===== config.mk =====
export PLATFORM = sky130hd
export DESIGN_NAME = prbs_selftest
export DESIGN_NICKNAME = d
export VERILOG_FILES = /design/src/rtl/prbs_pkg.sv /design/src/rtl/prbs_datapath.sv /design/src/rtl/prbs_control.sv /design/src/rtl/prbs_selftest.sv
export SDC_FILE = /design/constraint.sdc
export NUM_CORES = 1
export LEC_CHECK = 0
export CORE_AREA = 5 5 73 75
export CTS_CLUSTER_DIAMETER = 200
export DETAILED_ROUTE_END_ITERATION = 7
export DIE_AREA = 0 0 78 80
export PLACE_DENSITY = 0.9
export SLEW_MARGIN = 15
export SYNTH_ARGS = -nofsm -noshare
export SYNTH_HDL_FRONTEND = slang
export SYNTH_SLANG_ARGS = --single-unit

===== constraint.sdc =====
create_clock -name clk -period 3.7 [get_ports clk]
set_clock_uncertainty 0.2 [all_clocks]
set_input_delay 0.555 -clock clk [delete_from_list [all_inputs] [get_ports clk]]
set_output_delay 0.555 -clock clk [all_outputs]
set_load 0.005 [all_outputs]

===== src/rtl/prbs_pkg.sv =====
package prbs_pkg;
  // Register length and the two delays of the recurrence b[n] = b[n-7] ^ b[n-6]
  localparam int PRBS_ORDER = 7;
  localparam int TAP_FAR    = 7;
  localparam int TAP_NEAR   = 6;

  typedef struct packed {
    logic genRun;    // generator advancing and overriding the transmit word
    logic chkArmed;  // checker history is valid; compare received bits
  } strobes_t;
endpackage


===== src/rtl/prbs_datapath.sv =====
module prbs_datapath
  import prbs_pkg::*;
#(
  parameter int CHUNK_W = 10,
  parameter int CHUNKS  = 2
) (
  input  logic                        clk,
  input  logic                        rstN,
  input  strobes_t                    strobes,
  input  logic [CHUNK_W*CHUNKS-1:0]   txWordIn,
  input  logic [CHUNK_W*CHUNKS-1:0]   rxWordIn,
  output logic [CHUNK_W*CHUNKS-1:0]   txWordOut,
  output logic                        wordErr
);
  localparam int WORD_W = CHUNK_W * CHUNKS;
  localparam int ORD    = PRBS_ORDER;
  localparam logic [ORD-1:0] SEED = '1;

  // History registers: bit 0 is the newest bit, bit k is k+1 bits back
  logic [ORD-1:0]    genHist, genHistNext, chkHist, chkHistNext;
  logic [WORD_W-1:0] genBits, txNext, missBits;

  // Generator: unroll WORD_W steps of the recurrence
  always_comb begin
    logic [ORD-1:0] h;
    logic           nb;
    h = genHist;
    genBits = '0;
    for (int i = 0; i < WORD_W; i++) begin
      nb = h[TAP_FAR-1] ^ h[TAP_NEAR-1];
      genBits[i] = nb;
      h = {h[ORD-2:0], nb};
    end
    genHistNext = h;
  end

  // Per-chunk override of the line-coded word
  for (genvar c = 0; c < CHUNKS; c++) begin : g_chunkMux
    assign txNext[c*CHUNK_W +: CHUNK_W] = strobes.genRun ?
      genBits[c*CHUNK_W +: CHUNK_W] : txWordIn[c*CHUNK_W +: CHUNK_W];
  end

  // Checker: predict each bit from received history, then shift in the received bit
  always_comb begin
    logic [ORD-1:0] h;
    h = chkHist;
    missBits = '0;
    for (int i = 0; i < WORD_W; i++) begin
      missBits[i] = (h[TAP_FAR-1] ^ h[TAP_NEAR-1]) != rxWordIn[i];
      h = {h[ORD-2:0], rxWordIn[i]};
    end
    chkHistNext = h;
  end

  assign wordErr = strobes.chkArmed && ((|missBits) || (rxWordIn == '0));

  always_ff @(posedge clk or negedge rstN) begin
    if (!rstN) begin
      genHist   <= SEED;
      chkHist   <= SEED;
      txWordOut <= '0;
    end else begin
      genHist   <= strobes.genRun ? genHistNext : SEED;
      chkHist   <= chkHistNext;
      txWordOut <= txNext;
    end
  end
endmodule


===== src/rtl/prbs_control.sv =====
module prbs_control
  import prbs_pkg::*;
#(
  parameter int PASS_WORDS = 32
) (
  input  logic     clk,
  input  logic     rstN,
  input  logic     testEn,
  input  logic     wordErr,
  output strobes_t strobes,
  output logic     passOk
);
  localparam int CNT_W = $clog2(PASS_WORDS + 1);
  localparam logic [CNT_W-1:0] CNT_FULL = CNT_W'(PASS_WORDS);

  logic             primed;
  logic [CNT_W-1:0] goodCnt;

  always_ff @(posedge clk or negedge rstN) begin
    if (!rstN) begin
      primed  <= 1'b0;
      goodCnt <= '0;
    end else if (!testEn) begin
      primed  <= 1'b0;
      goodCnt <= '0;
    end else begin
      primed <= 1'b1;
      if (primed) begin
        if (wordErr)               goodCnt <= '0;
        else if (goodCnt != CNT_FULL) goodCnt <= goodCnt + 1'b1;
      end
    end
  end

  assign strobes.genRun   = testEn;
  assign strobes.chkArmed = primed;
  assign passOk           = (goodCnt == CNT_FULL);
endmodule


===== src/rtl/prbs_selftest.sv =====
module prbs_selftest
  import prbs_pkg::*;
#(
  parameter int CHUNK_W    = 10,
  parameter int CHUNKS     = 2,
  parameter int PASS_WORDS = 32
) (
  input  logic                      clk,
  input  logic                      rstN,
  input  logic                      testEn,
  input  logic [CHUNK_W*CHUNKS-1:0] txWordIn,
  input  logic [CHUNK_W*CHUNKS-1:0] rxWordIn,
  input  logic                      rxKLowIn,
  output logic [CHUNK_W*CHUNKS-1:0] txWordOut,
  output logic                      rxKLowOut
);
  localparam int WORD_W = CHUNK_W * CHUNKS;

  strobes_t strobes;
  logic     wordErr;
  logic     passOk;

  prbs_control #(.PASS_WORDS(PASS_WORDS)) u_ctrl (
    .clk(clk), .rstN(rstN), .testEn(testEn), .wordErr(wordErr),
    .strobes(strobes), .passOk(passOk)
  );

  prbs_datapath #(.CHUNK_W(CHUNK_W), .CHUNKS(CHUNKS)) u_dp (
    .clk(clk), .rstN(rstN), .strobes(strobes), .txWordIn(txWordIn),
    .rxWordIn(rxWordIn), .txWordOut(txWordOut), .wordErr(wordErr)
  );

  assign rxKLowOut = testEn ? passOk : rxKLowIn;
endmodule


### Yosys cells after proc, flatten, opt, wreduce, memory -nomap -nowiden

Index checks and enable logic that the tools add are counted.

* flip-flop bits (word level): 41
* output and inout bits: 21
* input bits: 44

* eq/ne operators: 24
* add/subtract/negate cells: 1
* bitwise gates (word level): 40
* muxes and demuxes: 9
* reductions and logical operators: 5

Operators by type and width (number)
* $xor A1 B1 Y1: 40
* $mux W6: 4
* $logic_not A20 Y1: 1
* $mux W10: 2
* $ne A1 B1 Y1: 20
* $reduce_or A20 Y1: 1
* $mux W7: 1
* $add A6 B1 Y6 const B: 1
* $eq A6 B6 Y1 const B: 1
* $ne A6 B6 Y1 const B: 1
* $ne A3 B1 Y1 const B: 1
* $mux W1: 2
* $ne A2 B1 Y1 const B: 1
* $reduce_and A2 Y1: 1
* $logic_and A1 B1 Y1: 1
* $logic_or A1 B1 Y1: 1

### Depth between registers and ports, before layout

* word-level depth: 8
* depth in mapped cells: 8
* gate-level depth less buffers: 8

### Hierarchy

A second synthesis with hierarchy kept.

* cell total of the unflattened synthesis: 218
* area, all modules: 2257.2 sq um

Modules (own cells, without submodules)
* prbs_datapath: area an instance 1783.0 sq um, cells each 170, seq. area each 868.3 sq um, times used 1
* prbs_control: area an instance 459.2 sq um, cells each 47, seq. area each 175.2 sq um, times used 1
* prbs_selftest: area an instance 15.0 sq um, cells each 1, seq. area each 0.0 sq um, times used 1

### Least setup slack after synthesis

Ideal clock, no wire load.

* path type: input port to flip-flop
* start: input port rxWordIn[10]
* end: register u_ctrl.goodCnt[0]
* library setup time: 121 ps
* arrival time: 1952 ps
* setup slack: 1426 ps
* cell stages on the path: 8
* required time: 3379 ps
* cells stage by stage: inv_1 ha_1 or4bb_1 nor4_1 nor4_1 nand4_2 nand2_1 a32o_2

* cells in the longest elaborated chain, start to end: 8
* elaborated cells between the ends (all ways): 14
* those cells by class: eq/ne (4); mux (3); bitwise (2); reduce/logical (5)

Ends and longest elaborated chain
* start: declaration: line prbs_selftest.sv:12 `input logic [CHUNK_W*CHUNKS-1:0] rxWordIn,`
* $xor A1 B1 Y1: line prbs_datapath.sv:49 `missBits[i] = (h[TAP_FAR-1] ^ h[TAP_NEAR-1]) != rxWordIn[i];`
* $ne A1 B1 Y1: line prbs_datapath.sv:49
* $reduce_or A20 Y1: line prbs_datapath.sv:55 `assign wordErr = strobes.chkArmed && ((|missBits) || (rxWordIn == '0));`
* $logic_or A1 B1 Y1 (*): line prbs_datapath.sv:55
* $logic_and A1 B1 Y1 (*): line prbs_datapath.sv:55
* $mux W6: line prbs_control.sv:29 `if (wordErr) goodCnt <= '0;`
* $mux W6: line prbs_control.sv:28 `if (primed) begin`
* $mux W6: line prbs_control.sv:23 `end else if (!testEn) begin`
* end signal: assignment: line prbs_control.sv:30 `else if (goodCnt != CNT_FULL) goodCnt <= goodCnt + 1'b1;`
* end: declaration: line prbs_control.sv:17 `logic [CNT_W-1:0] goodCnt;`

Mark *: on every way between the ends. The rest lies on a longest branch, timed or not. The select of a mux whose other input is x is not followed.
A chain may end at the register's enable or synchronous reset.

### Worst setup path after layout

* start: input port testEn
* end: output port rxKLowOut

* cells in the longest elaborated chain, start to end: 1

Ends and longest elaborated chain
* start: declaration: line prbs_selftest.sv:10 `input logic testEn,`
* $mux W1: line prbs_selftest.sv:33 `assign rxKLowOut = testEn ? passOk : rxKLowIn;`
* end: declaration: line prbs_selftest.sv:15 `output logic rxKLowOut`

No other way between the ends.

==> run summary <==
Bufs and invs on worst path -> 2
Unrepaired setup endpoints after global routing -> no
Synth top area share -> 30.1%
Finished Layout Cells -> 339
CP endpoint kind -> output port
Worst Setup SP -> testEn
Core area -> 4600 sq um
Reg2reg start -> u_dp.chkHist[3]$_DFF_PN1_
Utilization after layout -> 65.3%
R2R cell count -> 6
Measured slew at the worst slew-check pin -> 0.883 ns
First-pass GRT wire length -> 8.29 mm
Syn Inst Count -> 224
VDD IR max -> 375 uV
Max_slew headroom -> 41.1%
Yosys reg bits -> 41
Vias in the first global route -> 1,849
Number of CTS-inserted buffers -> 5
Top post-synthesis cells by area -> dfrtp_1 30%, dfstp_2 16%, xnor2_1 12%
Synth cell types -> 39
Setup Crit Path Kind -> input pin to output port
Max Clk Rate -> 0.346 GHz
CTS tree -> done
WP data arrival -> 2.13 ns
Total power -> 1.73 mW
H-tree depth -> 2
WL per Instance -> 14.8 um
Crit path time final -> 2.89 ns
Diodes inserted -> 0
Die Area -> 6240 sq um
Number of synthesized flops with an enable pin -> 0
Post-synth ARST share -> 100%
Clock Pin Slew Worst Setup and Hold Paths -> 0.08 ns
Die H -> 80 um
Clock Sink Count -> 41
Number of fill cells -> 369
Number of routed nets with antenna violations -> 0
Num rows -> 25
Most frequent CP cell -> clkdlybuf4s50_1
IO Pins -> 65
Cell taking the most area after synthesis -> dfrtp_1
Vias/cell -> 5.20
Data required, critical path -> 2.94 ns
Leak -> 1.25 nW
Net Count, Synth -> 277
Worst skew pair latency -> 0.29 ns
Placed cells -> 331
CP max stage cell -> clkdlybuf4s50_1
Critical Path Source Type -> input pin
Outcome -> complete, no violations
Initial core utilization -> 48.9%
Final Max Slew Viols -> 0
Die W -> 78 um
Routed WL -> 5.03 mm
Vias -> 1,763
Root buf cell -> clkbuf_8
Routability congestion estimate -> 0.862
Largest net degree at the start of global routing -> 49
Worst path cell trace -> clkdlybuf4s50_1 -> nor4b_1 -> nand3_1 -> o21ai_0 -> clkdlybuf4s50_1
Hold buffer count at cts -> 0
DP Worst Slack -> 0.718 ns
Mapped Area -> 2250 sq um
Final WS setup -> 0.813 ns
Seq/Total Area, Yosys -> 46.4%
Post-CTS setup buffers -> 0
DPL Wire Length -> 3.88 mm
Max Cap Viol -> 0
Port bufs -> 64
Worst path depth -> 5
GR Overflow Total -> 0
Final instance area -> 3000 sq um
PwrDens -> 576 nW/um^2
Ratio of cells with drive above 1 in the final layout -> 10.2%
DRC viols -> 0
Tot GR Track Use -> 16.7%
Synth warnings -> 0
Worst Hold Class -> input pin to asynchronous set/reset pin
Final Hold Fails -> 0
Slowest stage delay, CP -> 0.52 ns
Min Hold Slack -> 0.191 ns
Nets -> 337
Cell Area, Placed -> 2910 sq um
Tcrit/Tclk final -> 78.0%
Worst-case clock buffer depth -> 2
First DRT Iteration DRCs -> 83
Mean Syn Cell Area -> 10.0 sq um
Critical path's top delay family -> buffers and inverters
First-pass DRT Iterations -> 4
Setup TNS -> 0 ns
Post-CTS sizing -> 0
Primary FF master, synth -> dfrtp_1
Critical path peak fanout -> 2
Area delta synth->final -> 33.6%
Initial antenna violation count -> 0
Setup-failing EPs final -> 0
[placed cells by master (no fill, tap or decap), types with 2 or more instances in the layout]
| cell type | netlist | routed |
|---|---|---|
| nand2b_1 | 3 | 3 |
| nand2_1 | 15 | 15 |
| and2_1 | 2 | 2 |
| mux2_2 | 3 | 3 |
| dfstp_2 | 14 | 14 |
| o21a_1 | 8 | 8 |
| nor4_1 | 3 | 3 |
| xnor2_1 | 30 | 30 |
| o22ai_1 | 2 | 2 |
| clkbuf_1 | 9 | 2 |
| a22oi_1 | 2 | 2 |
| ha_1 | 9 | 9 |
| dfrtp_1 | 27 | 27 |
| nand3_1 | 8 | 8 |
| nor2b_1 | 3 | 3 |
| or3_1 | 5 | 5 |
| xor2_1 | 11 | 11 |
| nor2_1 | 12 | 12 |
| inv_1 | 19 | 19 |
| o21ai_0 | 2 | 2 |
| clkbuf_8 | 0 | 6 |
| a21oi_1 | 16 | 16 |
| nand3b_1 | 2 | 2 |
| clkdlybuf4s50_1 | 0 | 63 |
[per-layer routing]
metal	wire length, um	vias to the layer above	GRT usage (%)
met5	0	-	0
met1	2160	840	19.9
met4	12	0	4.05
met3	395	2	6.21
li1	-	869	-
met2	2460	52	28.7
[layout make-up]
type,instances,area [sq um],area share [%]
Timing Repair Buffer,65,643,21.4
Sequential cell,41,1040,34.7
Clock buffer,8,90.1,3.00
Tap cell,54,67.6,2.25
Inverter,19,71.3,2.37
Multi-Input combinational cell,152,1090,36.2
[kinds of logic (layout without fill, tap and decap cells)]
kind of cell	count (synthesis)	count (layout)	share of synthesized area [%]
AOI/OAI and AO/OA	34	34	9.57
xor gates and xnor gates	41	41	16.0
adders and majority gates	9	9	5.01
buffers and inverters	31	92	5.18
DFF	41	41	46.4
muxes	4	4	1.95
and+or+nand+nor	64	64	15.9
[power breakdown]
part           internal, mW  leakage (nW)  switching [mW]
combinational         0.440         0.733           0.295
clock                 0.152        0.0455           0.141
sequential            0.608         0.473          0.0951
[synthesized netlist by cell type, types with 2 or more instances]
cell,n
xnor2_1,30
dfrtp_1,27
inv_1,19
a21oi_1,16
nand2_1,15
dfstp_2,14
nor2_1,12
xor2_1,11
clkbuf_1,9
ha_1,9
nand3_1,8
o21a_1,8
or3_1,5
buf_1,3
mux2_2,3
nand2b_1,3
nor2b_1,3
nor4_1,3
a22oi_1,2
and2_1,2
nand3b_1,2
o21ai_0,2
o22ai_1,2
[worst paths after layout]
kind / to / slack [ns]
hold reg to reg: u_ctrl.goodCnt[0]$_DFFE_PN0P_ / 0.42
setup reg to reg: u_ctrl.goodCnt[1]$_DFFE_PN0P_ / 1.44
hold / removal: u_ctrl.goodCnt[4]$_DFFE_PN0P_ / 0.19
min in group clk: u_ctrl.goodCnt[0]$_DFFE_PN0P_ / 0.42
max in group asynchronous: u_dp.txWordOut[7]$_DFF_PN0_ / 2.56
setup / recovery: rxKLowOut / 0.81
[state kept, by name, summed over array words and instances (netlist names)]
signal,flops
u_dp.txWordOut,20
u_dp.chkHist,7
u_dp.genHist,7
u_ctrl.goodCnt,6
u_ctrl.primed,1
Note: power is estimated with default switching activity, not from simulation.
